===== src/rtl/crc8r_pkg.sv =====
package crc8r_pkg;
    localparam int unsigned CRC_W_DEF    = 8;
    localparam int unsigned DATA_W_DEF   = 8;
    localparam logic [7:0]  POLY_REV_DEF = 8'h8C;

    typedef enum logic [0:0] {
        MODE_IDLE  = 1'b0,
        MODE_SHIFT = 1'b1
    } crc8r_mode_e;
endpackage


===== src/rtl/crc8r_bit_step.sv =====
module crc8r_bit_step #(
    parameter int unsigned   CRC_W    = 8,
    parameter logic [CRC_W-1:0] POLY_REV = 8'h8C
) (
    input  logic [CRC_W-1:0] crc_in,
    input  logic             din,
    output logic [CRC_W-1:0] crc_out
);
    logic feedback;

    always_comb begin
        feedback = crc_in[0] ^ din;
        crc_out  = feedback ? ((crc_in >> 1) ^ POLY_REV) : (crc_in >> 1);
    end
endmodule


===== src/rtl/crc8r_byte_step.sv =====
module crc8r_byte_step #(
    parameter int unsigned      CRC_W    = 8,
    parameter int unsigned      DATA_W   = 8,
    parameter logic [CRC_W-1:0] POLY_REV = 8'h8C
) (
    input  logic [CRC_W-1:0]  crc_in,
    input  logic [DATA_W-1:0] data_in,
    output logic [CRC_W-1:0]  crc_out
);
    logic [CRC_W-1:0] chain [DATA_W+1];

    assign chain[0] = crc_in;

    // Bit 0 of the data enters first: stage k consumes data_in[k].
    for (genvar k = 0; k < DATA_W; k++) begin : g_stage
        crc8r_bit_step #(
            .CRC_W   (CRC_W),
            .POLY_REV(POLY_REV)
        ) u_bit (
            .crc_in (chain[k]),
            .din    (data_in[k]),
            .crc_out(chain[k+1])
        );
    end

    assign crc_out = chain[DATA_W];
endmodule


===== src/rtl/crc8r_accum.sv =====
module crc8r_accum
    import crc8r_pkg::*;
#(
    parameter int unsigned      CRC_W    = CRC_W_DEF,
    parameter int unsigned      DATA_W   = DATA_W_DEF,
    parameter logic [CRC_W-1:0] POLY_REV = POLY_REV_DEF
) (
    input  logic              clk,
    input  logic              rst_n,
    input  logic              clr_i,
    input  logic              byte_valid_i,
    input  logic [DATA_W-1:0] byte_i,
    input  logic              sout_start_i,
    output logic [CRC_W-1:0]  crc_o,
    output logic              sout_valid_o,
    output logic              sout_bit_o
);
    localparam int unsigned     CNT_W    = (CRC_W > 1) ? $clog2(CRC_W) : 1;
    localparam logic [CNT_W-1:0] LAST_BIT = CNT_W'(CRC_W - 1);

    typedef struct packed {
        crc8r_mode_e      mode;
        logic [CNT_W-1:0] cnt;
        logic [CRC_W-1:0] crc;
        logic [CRC_W-1:0] sh;
    } st_t;

    st_t              st_d, st_q;
    logic [CRC_W-1:0] base_crc;
    logic [CRC_W-1:0] stepped_crc;

    // A clear restarts the fold from zero in the same cycle.
    assign base_crc = clr_i ? '0 : st_q.crc;

    crc8r_byte_step #(
        .CRC_W   (CRC_W),
        .DATA_W  (DATA_W),
        .POLY_REV(POLY_REV)
    ) u_step (
        .crc_in (base_crc),
        .data_in(byte_i),
        .crc_out(stepped_crc)
    );

    always_comb begin
        st_d = st_q;
        if (clr_i) begin
            st_d.mode = MODE_IDLE;
            st_d.cnt  = '0;
            st_d.crc  = byte_valid_i ? stepped_crc : '0;
        end else if (st_q.mode == MODE_SHIFT) begin
            st_d.sh  = st_q.sh >> 1;
            st_d.cnt = st_q.cnt + 1'b1;
            if (st_q.cnt == LAST_BIT) begin
                st_d.mode = MODE_IDLE;
                st_d.cnt  = '0;
                st_d.crc  = '0;
            end
        end else if (sout_start_i) begin
            st_d.mode = MODE_SHIFT;
            st_d.cnt  = '0;
            st_d.sh   = st_q.crc;
        end else if (byte_valid_i) begin
            st_d.crc = stepped_crc;
        end
    end

    always_ff @(posedge clk) begin
        if (!rst_n) begin
            st_q <= '{mode: MODE_IDLE, cnt: '0, crc: '0, sh: '0};
        end else begin
            st_q <= st_d;
        end
    end

    assign crc_o        = st_q.crc;
    assign sout_valid_o = (st_q.mode == MODE_SHIFT);
    assign sout_bit_o   = st_q.sh[0];


    idle_hold_chk: assert property (@(posedge clk) disable iff (!rst_n)
        (!sout_valid_o && !clr_i && !sout_start_i && !byte_valid_i) |=> $stable(crc_o));


    clr_zero_chk: assert property (@(posedge clk) disable iff (!rst_n)
        (clr_i && !byte_valid_i) |=> (crc_o == '0 && !sout_valid_o));


    start_load_chk: assert property (@(posedge clk) disable iff (!rst_n)
        (!sout_valid_o && !clr_i && sout_start_i)
            |=> (sout_valid_o && sout_bit_o == $past(crc_o[0]) && $stable(crc_o)));


    auto_clear_chk: assert property (@(posedge clk) disable iff (!rst_n)
        ($fell(sout_valid_o) && !$past(clr_i)) |-> (crc_o == '0));


    shift_hold_chk: assert property (@(posedge clk) disable iff (!rst_n)
        (sout_valid_o && !clr_i && st_q.cnt != LAST_BIT)
            |=> (sout_valid_o && $stable(crc_o)));
endmodule


===== config.mk =====
export PLATFORM = sky130hd
export DESIGN_NAME = crc8r_accum
export DESIGN_NICKNAME = d
export VERILOG_FILES = /design/src/rtl/crc8r_pkg.sv /design/src/rtl/crc8r_bit_step.sv /design/src/rtl/crc8r_byte_step.sv /design/src/rtl/crc8r_accum.sv
export SDC_FILE = /design/constraint.sdc
export NUM_CORES = 1
export LEC_CHECK = 0
export BUFFER_PORTS_ARGS = -buffer_cell sky130_fd_sc_hd__buf_2
export CELL_PAD_IN_SITES_DETAIL_PLACEMENT = 0
export CELL_PAD_IN_SITES_GLOBAL_PLACEMENT = 1
export CORE_MARGIN = 4
export CORE_UTILIZATION = 45
export DETAILED_ROUTE_END_ITERATION = 8
export PLACE_DENSITY = 0.89
export SLEW_MARGIN = 25
export SYNTH_ARGS = -nofsm -noshare
export SYNTH_HDL_FRONTEND = slang
export SYNTH_HIERARCHICAL = 1
export SYNTH_SLANG_ARGS = --single-unit

===== constraint.sdc =====
create_clock -name clk -period 3.65 [get_ports clk]
set_clock_uncertainty 0.1 [all_clocks]
set_input_delay 0.73 -clock clk [delete_from_list [all_inputs] [get_ports clk]]
set_output_delay 0.73 -clock clk [all_outputs]
set_load 0.05 [all_outputs]

==> results of run 1 <==
-- cell type report --
class / count / area [µm²] / area share
well taps: 50 / 62.6 / 0.0391
flip-flops and latches: 20 / 400 / 0.250
repair buffers: 22 / 110 / 0.0688
clock buffers: 3 / 41.3 / 0.0258
multi-input cells: 103 / 987 / 0.616
-- worst register-to-register path: cells and delay by family, from the launching register on --
family	cells	cell delay (ns)
AO/OA/AOI/OAI	1	0.19
flip-flops	1	0.39
XOR/XNOR	4	1.54
AND/OR/NAND/NOR	1	0.34
-- flip-flops by register name (all words and copies together), names as in the netlist --
| name | cells |
|---|---|
| sout_bit_o | 1 |
| sout_valid_o | 1 |
| crc_o | 8 |
| st_q | 10 |
-- cell usage in the layout (no fill, tap or decap), drive strengths merged --
| cell type | synthesis | routed |
|---|---|---|
| buf | 61 | 22 |
| dfxtp | 20 | 20 |
| nand2 | 16 | 16 |
| xor3 | 16 | 16 |
| nor2b | 9 | 9 |
| nor3 | 8 | 8 |
| a31o | 8 | 8 |
| xor2 | 8 | 8 |
| mux2i | 7 | 7 |
| o211a | 7 | 7 |
| nor3b | 5 | 5 |
| a21oi | 4 | 4 |
| nor2 | 4 | 4 |
| nand2b | 3 | 3 |
| clkbuf | 3 | 3 |
| ha | 2 | 2 |
| or2 | 2 | 2 |
| a21boi | 1 | 1 |
| a21o | 1 | 1 |
| o21ba | 1 | 1 |
| o21a | 1 | 1 |
-- final timing paths --
kind | cells after the start | to | slack, ns
worst max-delay path | 7 | crc_o[3]$_SDFFE_PN0P_ | 0.76
worst min register to register | 1 | sout_bit_o$_SDFFE_PN0P_ | 0.39
worst min-delay path | 1 | sout_bit_o$_SDFFE_PN0P_ | 0.39
worst max register to register | 6 | crc_o[3]$_SDFFE_PN0P_ | 0.99
-- cells by family after synthesis --
kind of cell	after synthesis	synth area share
AND/OR/NAND/NOR	47	0.132
adder cells (fa/ha/maj)	2	0.0134
AO/OA/AOI/OAI	23	0.105
XOR/XNOR	24	0.242
flip-flops	20	0.215
multiplexers	7	0.0376
buffers and inverters	64	0.255
-- cells in the mapped netlist --
library cell,instances
a21boi_2,1
a21o_1,1
a21oi_1,4
a31o_1,8
buf_2,2
buf_4,56
buf_6,3
clkbuf_1,3
dfxtp_1,20
ha_1,2
mux2i_1,7
nand2_1,16
nand2b_1,3
nor2_1,4
nor2b_1,9
nor3_1,8
nor3b_1,4
nor3b_2,1
o211a_1,7
o21a_1,1
o21ba_2,1
or2_1,1
or2_2,1
xor2_1,8
xor3_1,16
-- metrics by stage --
step	util	setup WS [ns]	power (mW)	hold WS (ns)
after floorplan	-	0.333	1.26	0.372
after global routing	0.400	0.640	1.14	0.424
after detailed placement	0.390	0.479	0.944	0.383
final	0.400	0.756	1.08	0.395
after global placement	0.390	0.588	0.924	0.375
after CTS	0.400	0.755	1.09	0.399
-- per-layer routing --
layer,vias up,GRT usage
met5,-,0
met4,0,0.0772
met3,7,0.0360
met2,22,0.205
met1,484,0.143
li1,502,-
-- report_power, final --
group          internal, mW  switching [mW]  total [mW]
Sequential            0.255          0.0417       0.297
Clock                0.0736          0.0698       0.143
Combinational         0.343           0.294       0.637
==> reports/qor.csv, run 1 <==
metric;value;unit
Worst Tran Pin Value;0.806;ns
clock-pin transition on the worst setup and hold timing paths;0.07;ns
worst min-delay path category;flip-flop to flip-flop;
highest layer used for signal routing;met4;
length of routed wiring on met1;1220;µm
unrepaired setup endpoints after global routing;no;
initial core utilization;0.466;
Buf+Inv Stages, Crit Path;1;
Num Clock Sinks;20;
proportion of layout cells with a drive suffix above 1;0.196;
clock tree root driver cell;clkbuf_8;
area of the mapped netlist;1860;µm²
number of standard cells after synthesis;187;
global router's overall resource usage;0.125;
post-synth top area share;0.226;
design area;1600;µm²
post-layout min period;2.89;ns
cell with the largest stage delay on the worst path;xor3_1;
number of max-cap violations;0;
count of final setup violators;0;
die height;72.3;µm
number of DRC violations after detailed-routing iteration 0;28;
Post-DP HPWL;2310;µm
run status;complete, no violations;
post_cts resized;0;
library cell with the largest summed area after synthesis;buf_4;
startpoint type of the worst setup path;input pin;
launching instance or port of the critical path;clr_i;
row count;23;
longest individual stage delay on the worst path;0.44;ns
Tcrit/Tclk final;0.793;
overall die width;72.3;µm
count of H-tree levels built during CTS;1;
average vias per placed instance;5.13;
TritonCTS clock tree;yes;
count of hold buffers inserted by post-cts repair;0;
most repeated library cell on the critical path;xor3_1;
overall via count from detail_route;1015;
Max VDD drop;0.000311;V
count of boundary I/O pins;23;
area of the die;5230;µm²
synthesized netlist net count;202;
Post-DP Area;1560;µm²
antenna violations before repair;0;
cell area power density;673;nW/µm²
Max clock buf depth;2;
vias in the first global route;1050;
Diodes inserted;0;
count of buffers from port buffering;22;
area of the core;4000;µm²
WL met3;130;µm
worst hold start;sout_bit_o$_SDFFE_PN0P_;
global route overflow;0;
signal arrival time at the worst endpoint;2.95;ns
max frequency;0.346;GHz
startpoint of the most critical register-to-register path;crc_o[0]$_SDFFE_PN0P_;
number of synthesis warnings;6;
worst skew pair latency;0.26;ns
DR DRC count;0;
FF+latch count, synth;20;
final hold violation count;0;
final count of pins violating max slew;0;
count of different cell masters after synthesis;25;
synthesis-to-finish area growth;-14.0;%
total placed cells including tap cells;195;
cell class contributing the biggest share of worst-path delay;XOR/XNOR gates;
class of the most critical setup path;input pin to flip-flop;
number of nets in the finished design;165;
total negative slack for setup checks;0;ns
number of optimization iterations in the first detailed-route pass;4;
maximum number of pins on one net before global-route repair;21;
CP Max Fanout;14;
type of element capturing the critical path;flip-flop;
top cells by area, synth;buf_4 (23%), dfxtp_1 (21%), xor3_1 (20%);
fraction of the yosys area taken by sequential cells;0.215;
filler-free cell count of the finished design;198;
Wirelength per Cell;14.8;µm
global-route wire length before repair;5000;µm
cell leakage power;0.783;nW
worst-case headroom to the max-slew limit;0.462;
Avg Inst Size Synth;9.96;µm²
worst path cell trace;buf_2 -> nor2b_1 -> xor3_1 -> xor3_1 -> xor3_1 -> xor3_1 -> a31o_1;
Worst Path Required;3.70;ns
total CTS buffers;3;
filler cell count in the final layout;383;
Placer Congestion;0.834;
Met2 Wirelength;1490;µm
setup fix buffers added after clock tree synthesis;0;
antenna-violating nets left;0;
total wire length after detailed routing;2930;µm
(Power assumes the default switching activity.)
==> run 2, diff against run 1 <==
==> constraint.sdc (replaced) <==
create_clock -name clk -period 2.8 [get_ports clk]
set_clock_uncertainty 0.1 [all_clocks]
set_input_delay 0.56 -clock clk [delete_from_list [all_inputs] [get_ports clk]]
set_output_delay 0.56 -clock clk [all_outputs]
set_load 0.05 [all_outputs]
==> run 2 against run 1 <==
Utilization grew 2.1 points. Critical endpoint is now crc_o[2]$_SDFFE_PN0P_. Combinational power up 37%. Cell count rose by 2.5%. Hold slack better by 0.00053 ns. Sequential power rose by 33%. Critical path type unchanged.
==> reports/qor.csv, run 2 (synthesis results as in run 1) <==
metric;value;unit;change
run status;complete, no violations;;
worst path cell trace;buf_2 -> nor2b_4 -> xor3_1 -> xor3_1 -> xor3_1 -> xor3_1 -> a31o_1;;
post-layout min period;2.49;ns;
row count;23;;unchanged
average vias per placed instance;5.09;;-0.64%
count of buffers from port buffering;22;;unchanged
count of final setup violators;0;;unchanged
number of DRC violations after detailed-routing iteration 0;51;;+82%
overall die width;72.3;µm;unchanged
count of hold buffers inserted by post-cts repair;0;;unchanged
maximum number of pins on one net before global-route repair;21;;unchanged
Placer Congestion;0.754;;-9.6%
final hold violation count;0;;unchanged
total negative slack for setup checks;0;ns;unchanged
global-route wire length before repair;5150;µm;+3.2%
CP Max Fanout;9;;-5
area occupied by registers;400;µm²;unchanged
proportion of layout cells with a drive suffix above 1;0.242;;+0.0459
overall power after layout;1.56;mW;+45%
most common cell after layout, fill and taps aside;buf_2;;
total wire length after detailed routing;3190;µm;+8.9%
number of optimization iterations in the first detailed-route pass;4;;unchanged
most repeated library cell on the critical path;xor3_1;;
antenna violations before repair;0;;unchanged
most flop-heavy register;st_q;;
area of the core;4000;µm²;unchanged
cell with the largest stage delay on the worst path;xor3_1;;
final count of pins violating max slew;0;;unchanged
initial core utilization;0.466;;unchanged
Worst Path Required;2.86;ns;-0.84 ns
global route overflow;0;;unchanged
worst min-delay path category;flip-flop to flip-flop;;
area of the die;5230;µm²;unchanged
max frequency;0.401;GHz;
Diodes inserted;0;;unchanged
Worst Tran Pin Value;0.793;ns;-0.0133 ns
type of element capturing the critical path;flip-flop;;
global router's overall resource usage;0.128;;+0.00261
number of nets in the finished design;169;;+2.4%
startpoint type of the worst setup path;input pin;;
Buf+Inv Stages, Crit Path;1;;unchanged
leading cell types in the layout, fill and taps excluded;buf_2 (22), dfxtp_1 (20), nand2_1 (16), xor3_1 (16);;
antenna-violating nets left;0;;unchanged
worst slack, placed;0.0280;ns;-0.451 ns
DR DRC count;0;;unchanged
Max VDD drop;0.000386;V;+24%
Max clock buf depth;2;;unchanged
Post-DP HPWL;2490;µm;+7.6%
cell class contributing the biggest share of worst-path delay;XOR/XNOR gates;;
worst path setup slack after routing;0.308;ns;-0.448 ns
synthesis-to-finish area growth;-9.60;%;
die height;72.3;µm;unchanged
cell area power density;928;nW/µm²;+38%
area occupied by multi-input gates;1010;µm²;+2.3%
critical path depth in cells;7;;unchanged
setup fix buffers added after clock tree synthesis;0;;unchanged
number of max-cap violations;0;;unchanged
signal arrival time at the worst endpoint;2.55;ns;-0.40 ns
worst-case headroom to the max-slew limit;0.471;;+0.00887
filler cell count in the final layout;380;;-0.78%
count of boundary I/O pins;23;;unchanged
max FFs per register;10;;unchanged
post_cts resized;0;;unchanged
cell leakage power;0.821;nW;+4.8%
Num Clock Sinks;20;;unchanged
overall via count from detail_route;1034;;+1.9%
worst skew pair latency;0.26;ns;about the same
instance count along the most critical hold path;1;;unchanged
class of the most critical setup path;input pin to flip-flop;;
count of H-tree levels built during CTS;1;;unchanged
vias in the first global route;1078;;+2.7%
clock tree root driver cell;clkbuf_8;;
depth of the worst register-to-register path;6;;unchanged
unrepaired setup endpoints after global routing;no;;
total CTS buffers;3;;unchanged
TritonCTS clock tree;yes;;
Wirelength per Cell;15.7;µm;+6.2%
Tcrit/Tclk final;0.890;;
longest individual stage delay on the worst path;0.46;ns;+0.02 ns
clock-pin transition on the worst setup and hold timing paths;0.08;ns;about the same
## run 2: cell types whose count changed in the layout (fill, tap and decap cells not counted), sizes merged
cell / before / now
bufinv: 0 / 1
buf: 22 / 26
## run 2: worst paths after layout
path                            from                 endpoint  slack, ns
min          sout_bit_o$_SDFFE_PN0P_  sout_bit_o$_SDFFE_PN0P_       0.40
min reg2reg  sout_bit_o$_SDFFE_PN0P_  sout_bit_o$_SDFFE_PN0P_       0.40
max reg2reg    crc_o[3]$_SDFFE_PN0P_    crc_o[2]$_SDFFE_PN0P_       0.34
max                            clr_i    crc_o[2]$_SDFFE_PN0P_       0.31
## run 2: cell type report
cell class                      count  area share
Multi-Input combinational cell    103       0.600
Sequential cell                    20       0.238
Timing Repair Buffer               26      0.0832
Tap cell                           50      0.0371
Clock buffer                        3      0.0245
Clock inverter                      1      0.0178
## run 2: where the power goes
part / switching (mW) / internal (mW) / total [mW]
sequential: 0.0617 / 0.332 / 0.394
combinational: 0.402 / 0.473 / 0.875
clock: 0.102 / 0.191 / 0.293
total: 0.566 / 0.996 / 1.56
## run 2: metal layers
metal / GRT usage / vias to the layer above / wire length (µm)
li1: - / 507 / -
met1: 0.165 / 500 / 1480
met2: 0.216 / 23 / 1580
met3: 0.0235 / 4 / 96
met4: 0.0376 / 0 / 35
met5: 0 / - / 0
## run 2: worst register-to-register path, stage by stage (launching register included)
cell and delay (ns):
dfxtp_1 0.43, nor2b_4 0.18, xor3_1 0.39, xor3_1 0.46, xor3_1 0.40, xor3_1 0.20, a31o_1 0.19
## run 2: metrics by stage
step | utilization | instance area, µm² | hold WS (ns) | cells
floorplan | - | 1920 | 0.372 | 187
global placement | 0.403 | 1610 | 0.375 | 199
detailed placement | 0.403 | 1610 | 0.381 | 199
CTS | 0.421 | 1680 | 0.400 | 203
global route | 0.421 | 1680 | 0.409 | 203
finish | 0.421 | 1680 | 0.395 | 203
